**config.mk**
```make
export PLATFORM = sky130hd
export DESIGN_NAME = bert_rx_sync
export DESIGN_NICKNAME = d
export VERILOG_FILES = /design/src/rtl/bert_rx_pkg.sv /design/src/rtl/bert_rx_refgen.sv /design/src/rtl/bert_rx_syncfsm.sv /design/src/rtl/bert_rx_cnt.sv /design/src/rtl/bert_rx_sync.sv
export SDC_FILE = /design/constraint.sdc
export NUM_CORES = 1
export LEC_CHECK = 0
export BUFFER_PORTS_ARGS = -buffer_cell sky130_fd_sc_hd__buf_2
export CAP_MARGIN = 20
export CORE_ASPECT_RATIO = 0.8
export CORE_MARGIN = 2
export CORE_UTILIZATION = 55
export DETAILED_ROUTE_END_ITERATION = 8
export PLACE_DENSITY = 0.75
export SLEW_MARGIN = 30
export SYNTH_ARGS = -nofsm -noshare
export SYNTH_HDL_FRONTEND = slang
export SYNTH_SLANG_ARGS = --single-unit
```
**constraint.sdc**
```tcl
create_clock -name clk -period 2.6 [get_ports clk]
set_clock_uncertainty 0.1 [all_clocks]
set_input_delay 0.13 -clock clk [delete_from_list [all_inputs] [get_ports clk]]
set_output_delay 0.13 -clock clk [all_outputs]
set_load 0.03 [all_outputs]
```
**src/rtl/bert_rx_pkg.sv**
```systemverilog
package bert_rx_pkg;
   typedef enum logic {
      SYNC_HUNT = 1'b0,
      SYNC_LOCK = 1'b1
   } sync_state_e;
endpackage

```
**src/rtl/bert_rx_refgen.sv**
```systemverilog
// Reference sequence generator: seeded from the line while hunting, free-running when locked.
module bert_rx_refgen #(
   parameter int PRBS_LEN = 7,
   parameter int PRBS_TAP = 6
) (
   input  logic clk,
   input  logic rst_n,
   input  logic adv,
   input  logic seed_mode,
   input  logic bit_in,
   output logic pred
);
   logic [PRBS_LEN-1:0] hist_q;

   assign pred = hist_q[PRBS_LEN-1] ^ hist_q[PRBS_TAP-1];

   always_ff @(posedge clk or negedge rst_n) begin
      if (!rst_n) begin
         hist_q <= '0;
      end else if (adv) begin
         hist_q <= {hist_q[PRBS_LEN-2:0], (seed_mode ? bit_in : pred)};
      end
   end
endmodule

```
**src/rtl/bert_rx_syncfsm.sv**
```systemverilog
// Hunt/lock state machine with match-run counter and error-burst window.
module bert_rx_syncfsm
   import bert_rx_pkg::*;
#(
   parameter int MATCH_N   = 32,
   parameter int LOSS_ERRS = 6,
   parameter int WIN_BITS  = 64,
   localparam int RUN_W    = $clog2(MATCH_N + 1)
) (
   input  logic             clk,
   input  logic             rst_n,
   input  logic             adv,
   input  logic             mis,
   output logic             locked,
   output logic [RUN_W-1:0] run_cnt
);
   localparam int WIN_W = (WIN_BITS > 1) ? $clog2(WIN_BITS) : 1;
   localparam int ERR_W = $clog2(LOSS_ERRS + 1);

   sync_state_e      state_q;
   logic [RUN_W-1:0] run_q;
   logic [WIN_W-1:0] win_q;
   logic [ERR_W-1:0] werr_q;

   assign locked  = (state_q == SYNC_LOCK);
   assign run_cnt = run_q;

   always_ff @(posedge clk or negedge rst_n) begin
      if (!rst_n) begin
         state_q <= SYNC_HUNT;
         run_q   <= '0;
         win_q   <= '0;
         werr_q  <= '0;
      end else if (adv) begin
         if (state_q == SYNC_HUNT) begin
            if (mis) begin
               run_q <= '0;
            end else if (run_q == RUN_W'(MATCH_N - 1)) begin
               state_q <= SYNC_LOCK;
               run_q   <= '0;
               win_q   <= '0;
               werr_q  <= '0;
            end else begin
               run_q <= run_q + 1'b1;
            end
         end else begin
            if (mis && (werr_q == ERR_W'(LOSS_ERRS - 1))) begin
               state_q <= SYNC_HUNT;
               run_q   <= '0;
            end else if (win_q == WIN_W'(WIN_BITS - 1)) begin
               win_q  <= '0;
               werr_q <= '0;
            end else begin
               win_q  <= win_q + 1'b1;
               werr_q <= werr_q + ERR_W'(mis);
            end
         end
      end
   end
endmodule

```
**src/rtl/bert_rx_cnt.sv**
```systemverilog
// Saturating event counter with atomic copy-to-snapshot and clear.
module bert_rx_cnt #(
   parameter int CNT_W = 32
) (
   input  logic             clk,
   input  logic             rst_n,
   input  logic             inc,
   input  logic             load,
   output logic [CNT_W-1:0] cnt,
   output logic [CNT_W-1:0] snap
);
   always_ff @(posedge clk or negedge rst_n) begin
      if (!rst_n) begin
         cnt  <= '0;
         snap <= '0;
      end else if (load) begin
         snap <= cnt;
         cnt  <= CNT_W'(inc);
      end else if (inc && (cnt != {CNT_W{1'b1}})) begin
         cnt <= cnt + 1'b1;
      end
   end
endmodule

```
**src/rtl/bert_rx_sync.sv**
```systemverilog
module bert_rx_sync #(
   parameter int PRBS_LEN  = 7,
   parameter int PRBS_TAP  = 6,
   parameter int MATCH_N   = 32,
   parameter int LOSS_ERRS = 6,
   parameter int WIN_BITS  = 64,
   parameter int CNT_W     = 32
) (
   input  logic             clk,
   input  logic             rst_n,
   input  logic             rx_valid,
   input  logic             rx_bit,
   input  logic             cnt_load_pin,
   input  logic             cnt_load_ctl,
   output logic             los,
   output logic [CNT_W-1:0] bit_snap,
   output logic [CNT_W-1:0] err_snap
);
   localparam int RUN_W  = $clog2(MATCH_N + 1);
   localparam int N_CNTS = 2;

   if (PRBS_LEN < 2 || PRBS_TAP < 1 || PRBS_TAP >= PRBS_LEN) begin : g_bad_prbs
      $error("bert_rx_sync: PRBS_TAP must lie in 1..PRBS_LEN-1");
   end
   if (MATCH_N < 1 || LOSS_ERRS < 1 || LOSS_ERRS > WIN_BITS) begin : g_bad_sync
      $error("bert_rx_sync: need MATCH_N>=1 and 1<=LOSS_ERRS<=WIN_BITS");
   end
   if (CNT_W < 2) begin : g_bad_cnt
      $error("bert_rx_sync: CNT_W must be at least 2");
   end

   logic             pred, mis, locked;
   logic [RUN_W-1:0] run_cnt;
   logic             load_any, load_q, load_edge;
   logic             counted;
   logic             inc_a  [N_CNTS];
   logic [CNT_W-1:0] cnt_a  [N_CNTS];
   logic [CNT_W-1:0] snap_a [N_CNTS];
   logic [CNT_W-1:0] bit_cnt, err_cnt;

   assign mis       = rx_bit ^ pred;
   assign load_any  = cnt_load_pin | cnt_load_ctl;
   assign load_edge = load_any & ~load_q;
   assign counted   = rx_valid & locked;
   assign inc_a[0]  = counted;
   assign inc_a[1]  = counted & mis;

   always_ff @(posedge clk or negedge rst_n) begin
      if (!rst_n) load_q <= 1'b0;
      else        load_q <= load_any;
   end

   bert_rx_refgen #(.PRBS_LEN(PRBS_LEN), .PRBS_TAP(PRBS_TAP)) u_ref (
      .clk(clk), .rst_n(rst_n), .adv(rx_valid), .seed_mode(~locked),
      .bit_in(rx_bit), .pred(pred)
   );

   bert_rx_syncfsm #(.MATCH_N(MATCH_N), .LOSS_ERRS(LOSS_ERRS), .WIN_BITS(WIN_BITS)) u_fsm (
      .clk(clk), .rst_n(rst_n), .adv(rx_valid), .mis(mis),
      .locked(locked), .run_cnt(run_cnt)
   );

   for (genvar gi = 0; gi < N_CNTS; gi++) begin : g_cnt
      bert_rx_cnt #(.CNT_W(CNT_W)) u_cnt (
         .clk(clk), .rst_n(rst_n), .inc(inc_a[gi]), .load(load_edge),
         .cnt(cnt_a[gi]), .snap(snap_a[gi])
      );
   end

   assign bit_cnt  = cnt_a[0];
   assign err_cnt  = cnt_a[1];
   assign los      = ~locked;
   assign bit_snap = snap_a[0];
   assign err_snap = snap_a[1];
endmodule

```
# Yosys cells after proc, flatten, opt, wreduce, memory -nomap -nowiden
# Cells that the tools add are included.
word_totals:
  ram_bits: 0
  inputBits: 6
  romBits: 0
  n_memories: 0
  register_bits: 152
  latchBits: 0
  elab_cells: 62
classes:
  eq_ne: 8
  magnitude_cmp: 0
  n_bitwise: 8
  mul: 0
  reduce_logical: 8
  shifts: 0
  n_addsub: 5
  n_mux: 23
  div: 0
op_table:
  columns: ["op", "count"]
  rows:
  - ["$mux 32", 4]
  - ["$add 32x1->32 const B", 2]
  - ["$ne 32x32->1 const B", 2]
  - ["$mux 6", 9]
  - ["$mux 3", 5]
  - ["$add 6x1->6 const B", 2]
  - ["$eq 6x5->1 const B", 1]
  - ["$eq 6x6->1 const B", 1]
  - ["$reduce_bool 2->1", 3]
  - ["$mux 1", 5]
  - ["$ne 2x2->1 const B", 2]
  - ["$reduce_and 4->1", 1]
  - ["$add 3x1->3", 1]
  - ["$and 1x1->1", 3]
  - ["$eq 3x3->1 const B", 1]
  - ["$logic_and 1x1->1", 3]
  - ["$ne 2x1->1 const B", 1]
  - ["$not 1->1", 2]
  - ["$reduce_and 2->1", 1]
  - ["$xor 1x1->1", 2]
  - ["$or 1x1->1", 1]

# Logic depth before layout (Yosys ltp)
logic_depth:
  depth_word: 6
  depth_mapped: 9
  ltp_nobuf: 6

# Cells and area by module
# From an unflattened synthesis, not the netlist that was laid out.
unflattened:
  hier_cells: 659
  area_unflattened_um2: 7354.6
by_module_without_submodules:
  columns: ["mod", "n_inst", "cells_per_inst", "area_each_um2", "seq_area_each_um2"]
  rows:
  - ["bert_rx_cnt", 2, 266, 3042.9, 1601.5]
  - ["bert_rx_syncfsm", 1, 101, 915.9, 400.4]
  - ["bert_rx_refgen", 1, 19, 290.3, 175.2]
  - ["bert_rx_sync", 1, 7, 62.6, 25.0]

# Worst setup path before layout
# OpenSTA, ideal clock, no wires.
synth_timing:
  path_type: "register -> register"
  start: "register g_cnt[1].u_cnt.cnt[11]"
  end: "register g_cnt[1].u_cnt.cnt[30]"
  path_buffers: 3
  stages_incl_launch_ff: 9
  period_less_slack_ns: 2.202
  slack_ns: 0.398
  arrival_ns: 2.024
  required_time_ns: 2.422
  cell_sequence: "dfrtp_1 > and4_4 > buf_6 > and4_1 > buf_6 > a311o_1 > buf_2 > or4_1 > a21oi_1"
synth_via:
  elab_chain_len: 3
synth_lines:
  columns: ["item", "line_no", "source"]
  rows:
  - ["from (decl)", "bert_rx_cnt.sv:9", "output logic [CNT_W-1:0] cnt,"]
  - ["from (signal assigned)", "bert_rx_cnt.sv:18", "cnt <= CNT_W'(inc);"]
  - ["from (signal assigned)", "bert_rx_cnt.sv:20", "cnt <= cnt + 1'b1;"]
  - ["$add 32x1->32 / $ne 32x32->1 (equally long branches)", "bert_rx_cnt.sv:20, bert_rx_cnt.sv:19", null]
  - ["$mux 32 / $logic_and 1x1->1 (equally long branches)", "bert_rx_cnt.sv:19", "end else if (inc && (cnt != {CNT_W{1'b1}})) begin"]
  - ["$mux 32 / $reduce_bool 2->1 (equally long branches)", null, null]
# Parallel ways exist; a longest one is shown, timed or not. The select of a mux whose other input is x is not followed.
# A chain may end at the register's enable or synchronous reset.

# Worst setup path in the final report
layout_timing:
  start: "register g_cnt[1].u_cnt.cnt[18]"
  end: "register g_cnt[1].u_cnt.cnt[20]"
# Same word-level chain as after synthesis.

==> results by group <==
Global routing
  – Vias in the first global route: 6101
  – Tot GR Track Use: 25.6%
  – First-pass GRT wire length: 29000 µm
  – Initial antenna violation count: 0
  – Gr ovfl total: 0
  – Largest net degree at the start of global routing: 76

Routing
  – Drt first pass iters: 5
  – Antenna-violating nets left: 0
  – DR WL/cell: 16.1 µm
  – Residual DRC count: 0
  – DRT Wirelength: between 15000 and 20000 µm
  – Vias: 6173
  – 1st-iter DRT viols: 523
  – Vias per inst: 5.83

Timing
  – Setup tns final: 0 ns
  – RSZ-0062 raised after global routing: false
  – FMAX: just over 400 MHz
  – Slew Limit Fails: 0
  – # setup viols final: 0
  – Least-Margin Pin Slew: about 0.86 ns
  – Hold Vio Cnt, Final: 0
  – Fin crit share: 93.5%
  – Slew HR: 42.4%
  – Tmin final: 2.43 ns

Critical path
  – CP max stage delay: 0.52 ns
  – R2R cell count: 5
  – CP max FO: 21
  – Cell mode on critical path: and4_1
  – Worst setup SP type: flop
  – Buf/Inv on CP: 0
  – Crit Path Class: flop to flop
  – WP data required: about 2.9 ns
  – R2R Setup Slk: 0.17 ns
  – Reg2reg end: g_cnt[1].u_cnt.cnt[20]
  – CP Capture Type: flop
  – R2r startpoint: g_cnt[1].u_cnt.cnt[18]
  – Worst path depth: 5
  – Sequence of cells on the critical path: and4_1, and4_1, a311o_2, or4_1, a21oi_1
  – Crit path arrival time: around 2.7 ns
  – Top Family by Delay on Critical Path: simple AND/OR/NAND/NOR gates
  – Crit-path slowest cell: a311o_2

Synthesis
  – Area share of the largest cell type after synthesis: about 52%
  – Register area share after synthesis: 52.5%
  – Synth Flop Type: dfrtp_1
  – Syn Inst Count: 800
  – Async S/R FF share, synth: 100%
  – Mapped Nets: 812
  – Most common library cells after synthesis: nand2_1 (246), dfrtp_1 (152), nor2_1 (44), clkbuf_1 (33), nand3_1 (29)
  – Area leader, netlist: dfrtp_1
  – Largest cells by area after synthesis: dfrtp_1 (52%), nand2_1 (13%), xnor2_1 (3.0%)
  – Yosys cell types: 54
  – Syn Std Cell Area: 0.00725 mm²
  – Number of synthesized flops with an enable pin: 0
  – Synth warnings: 0
  – Register bit total from synthesis: 152
  – Avg Cell Area, Syn: 9.06 µm²
  – Top-count cell post-synth: nand2_1

CTS
  – Clock sink count: between 150 and 200
  – Clock latency on the worst-skew pair: 0.43 ns
  – CTS tree: built
  – Clk pin slew, worst setup/hold paths: 0.06 ns
  – H-tree Lvls: 4
  – Cts bufs inserted: 17
  – Root buf cell: clkbuf_16
  – Post-CTS setup buffers: 0
  – Clock buffer depth: 2

Floorplan
  – Die width: ~130 µm
  – I/O pins: 71
  – Die Ht: 107 µm
  – Core area: 0.0129 mm²
  – Starting density of the core: 56.3%
  – Die area: 0.0141 mm²
  – Rows: 37

Worst hold path
  – Min-Delay Path Class: primary input to flop
  – Hold Path Sink: u_ref.hist_q[0]
  – Hold Crit Start: rx_bit
  – Hold Path Stages: 4

Finish
  – Share of cells above drive strength 1: 17.1%
  – Final core occ: 66.8%
  – Layout fillers: 1047
  – Fin nets: 882
  – Diode count: 0
  – Area growth syn-to-layout: 18.5%

Place
  – Port Buffers: 70
  – Gp weighted congestion: 0.873
  – HPWL after DPL: 11300 µm

Outcome
  – Status: completed

Power
  – Peak supply drop: 0.000499 V
  – Leak pwr: approximately 4.3 nW
  – Power Density: 716 mW/mm²

Job
  – Max cap viols: 0
-- metrics by stage --
step / cell area, µm² / worst slack (ns) / cells / hold slack (ns) / total power [W]
after global placement: 7880 / 0.238 / 1023 / 0.103 / 0.00331
after CTS: 8590 / 0.105 / 1058 / 0.0478 / 0.00619
final: 8590 / 0.168 / 1058 / 0.0595 / 0.00615
after detailed placement: 7880 / 0.147 / 1023 / 0.107 / 0.00336
after global routing: 8590 / 0.0584 / 1058 / 0.0736 / 0.00640
after floorplan: 7250 / 0.398 / 800 / -0.266 / 0.00312
-- sequential cells by signal, indices dropped and copies added (netlist names) --
signal            cells
g_cnt.u_cnt.cnt      64
g_cnt.u_cnt.snap     64
u_ref.hist_q          7
u_fsm.run_cnt         6
u_fsm.win_q           6
u_fsm.werr_q          3
load_q                1
u_fsm.locked          1
-- cell families (layout without fill, tap and decap cells) --
kind of cell | after synthesis | count (layout) | synth area share (%)
compound gates | 118 | 118 | 10.4
xor+xnor | 26 | 26 | 3.36
fa+ha+maj | 6 | 6 | 1.04
buf+inv | 54 | 137 | 3.19
flops | 152 | 152 | 52.5
mux | 8 | 8 | 1.23
simple gates | 436 | 436 | 28.3
-- cell type report --
| class | instances | area [µm²] | area share (%) |
|---|---|---|---|
| Clock buffer | 20 | 457 | 5.31 |
| Clock inverter | 12 | 220 | 2.56 |
| Inverter | 3 | 11.3 | 0.131 |
| Multi-Input combinational cell | 594 | 3240 | 37.7 |
| Sequential cell | 152 | 3800 | 44.3 |
| Tap cell | 175 | 219 | 2.55 |
| Timing Repair Buffer | 102 | 642 | 7.47 |
-- metal layers --
layer / track usage [%] / vias to the layer above / wire (µm)
li1: - / 2941 / -
met1: 34.3 / 3027 / 7780
met4: 10.1 / 0 / 261
met5: 0 / - / 0
met2: 41.3 / 176 / 8240
met3: 5.34 / 29 / 772
-- report_power, final --
part / switching, W / internal (W)
combinational: 0.000417 / 0.000272
sequential: 0.000132 / 0.00251
clock: 0.000976 / 0.00185
-- layout by cell type (no fill, tap or decap), types with 16 or more instances in the layout --
cell,count
xnor2_1,25
and3_1,17
nand4_1,21
buf_2,69
clkbuf_16,17
o21ai_0,16
o21ai_1,16
buf_4,26
nand3_1,29
dfrtp_1,152
nor2_1,44
a21oi_1,26
nand2_1,246
o31ai_1,16
or4_1,23
-- worst min-delay path, cell delays in order --
cell	delay, ns
buf_2	0.11
nor2_1	0.04
a21oi_1	0.12
mux2_2	0.16
-- repair_timing --
item,CTS,global route
endpoints found under the setup margin,0,7
hold buffers,3,0
hold endpoints to repair,72,0
resized for setup,0,2
-- how the worst max path moves through the flow --
stage                        endpoint  slack, ns                    from
6_report       g_cnt[1].u_cnt.cnt[20]       0.17  g_cnt[1].u_cnt.cnt[18]
5_1_grt        g_cnt[0].u_cnt.cnt[31]       0.06   g_cnt[0].u_cnt.cnt[2]
4_1_cts        g_cnt[1].u_cnt.cnt[20]       0.11  g_cnt[1].u_cnt.cnt[18]
3_5_place_dp   g_cnt[1].u_cnt.cnt[20]       0.15  g_cnt[1].u_cnt.cnt[18]
3_3_place_gp   g_cnt[1].u_cnt.cnt[20]       0.24  g_cnt[1].u_cnt.cnt[18]
2_1_floorplan  g_cnt[1].u_cnt.cnt[30]       0.40  g_cnt[1].u_cnt.cnt[11]
Power figures use the tool's default switching activity.
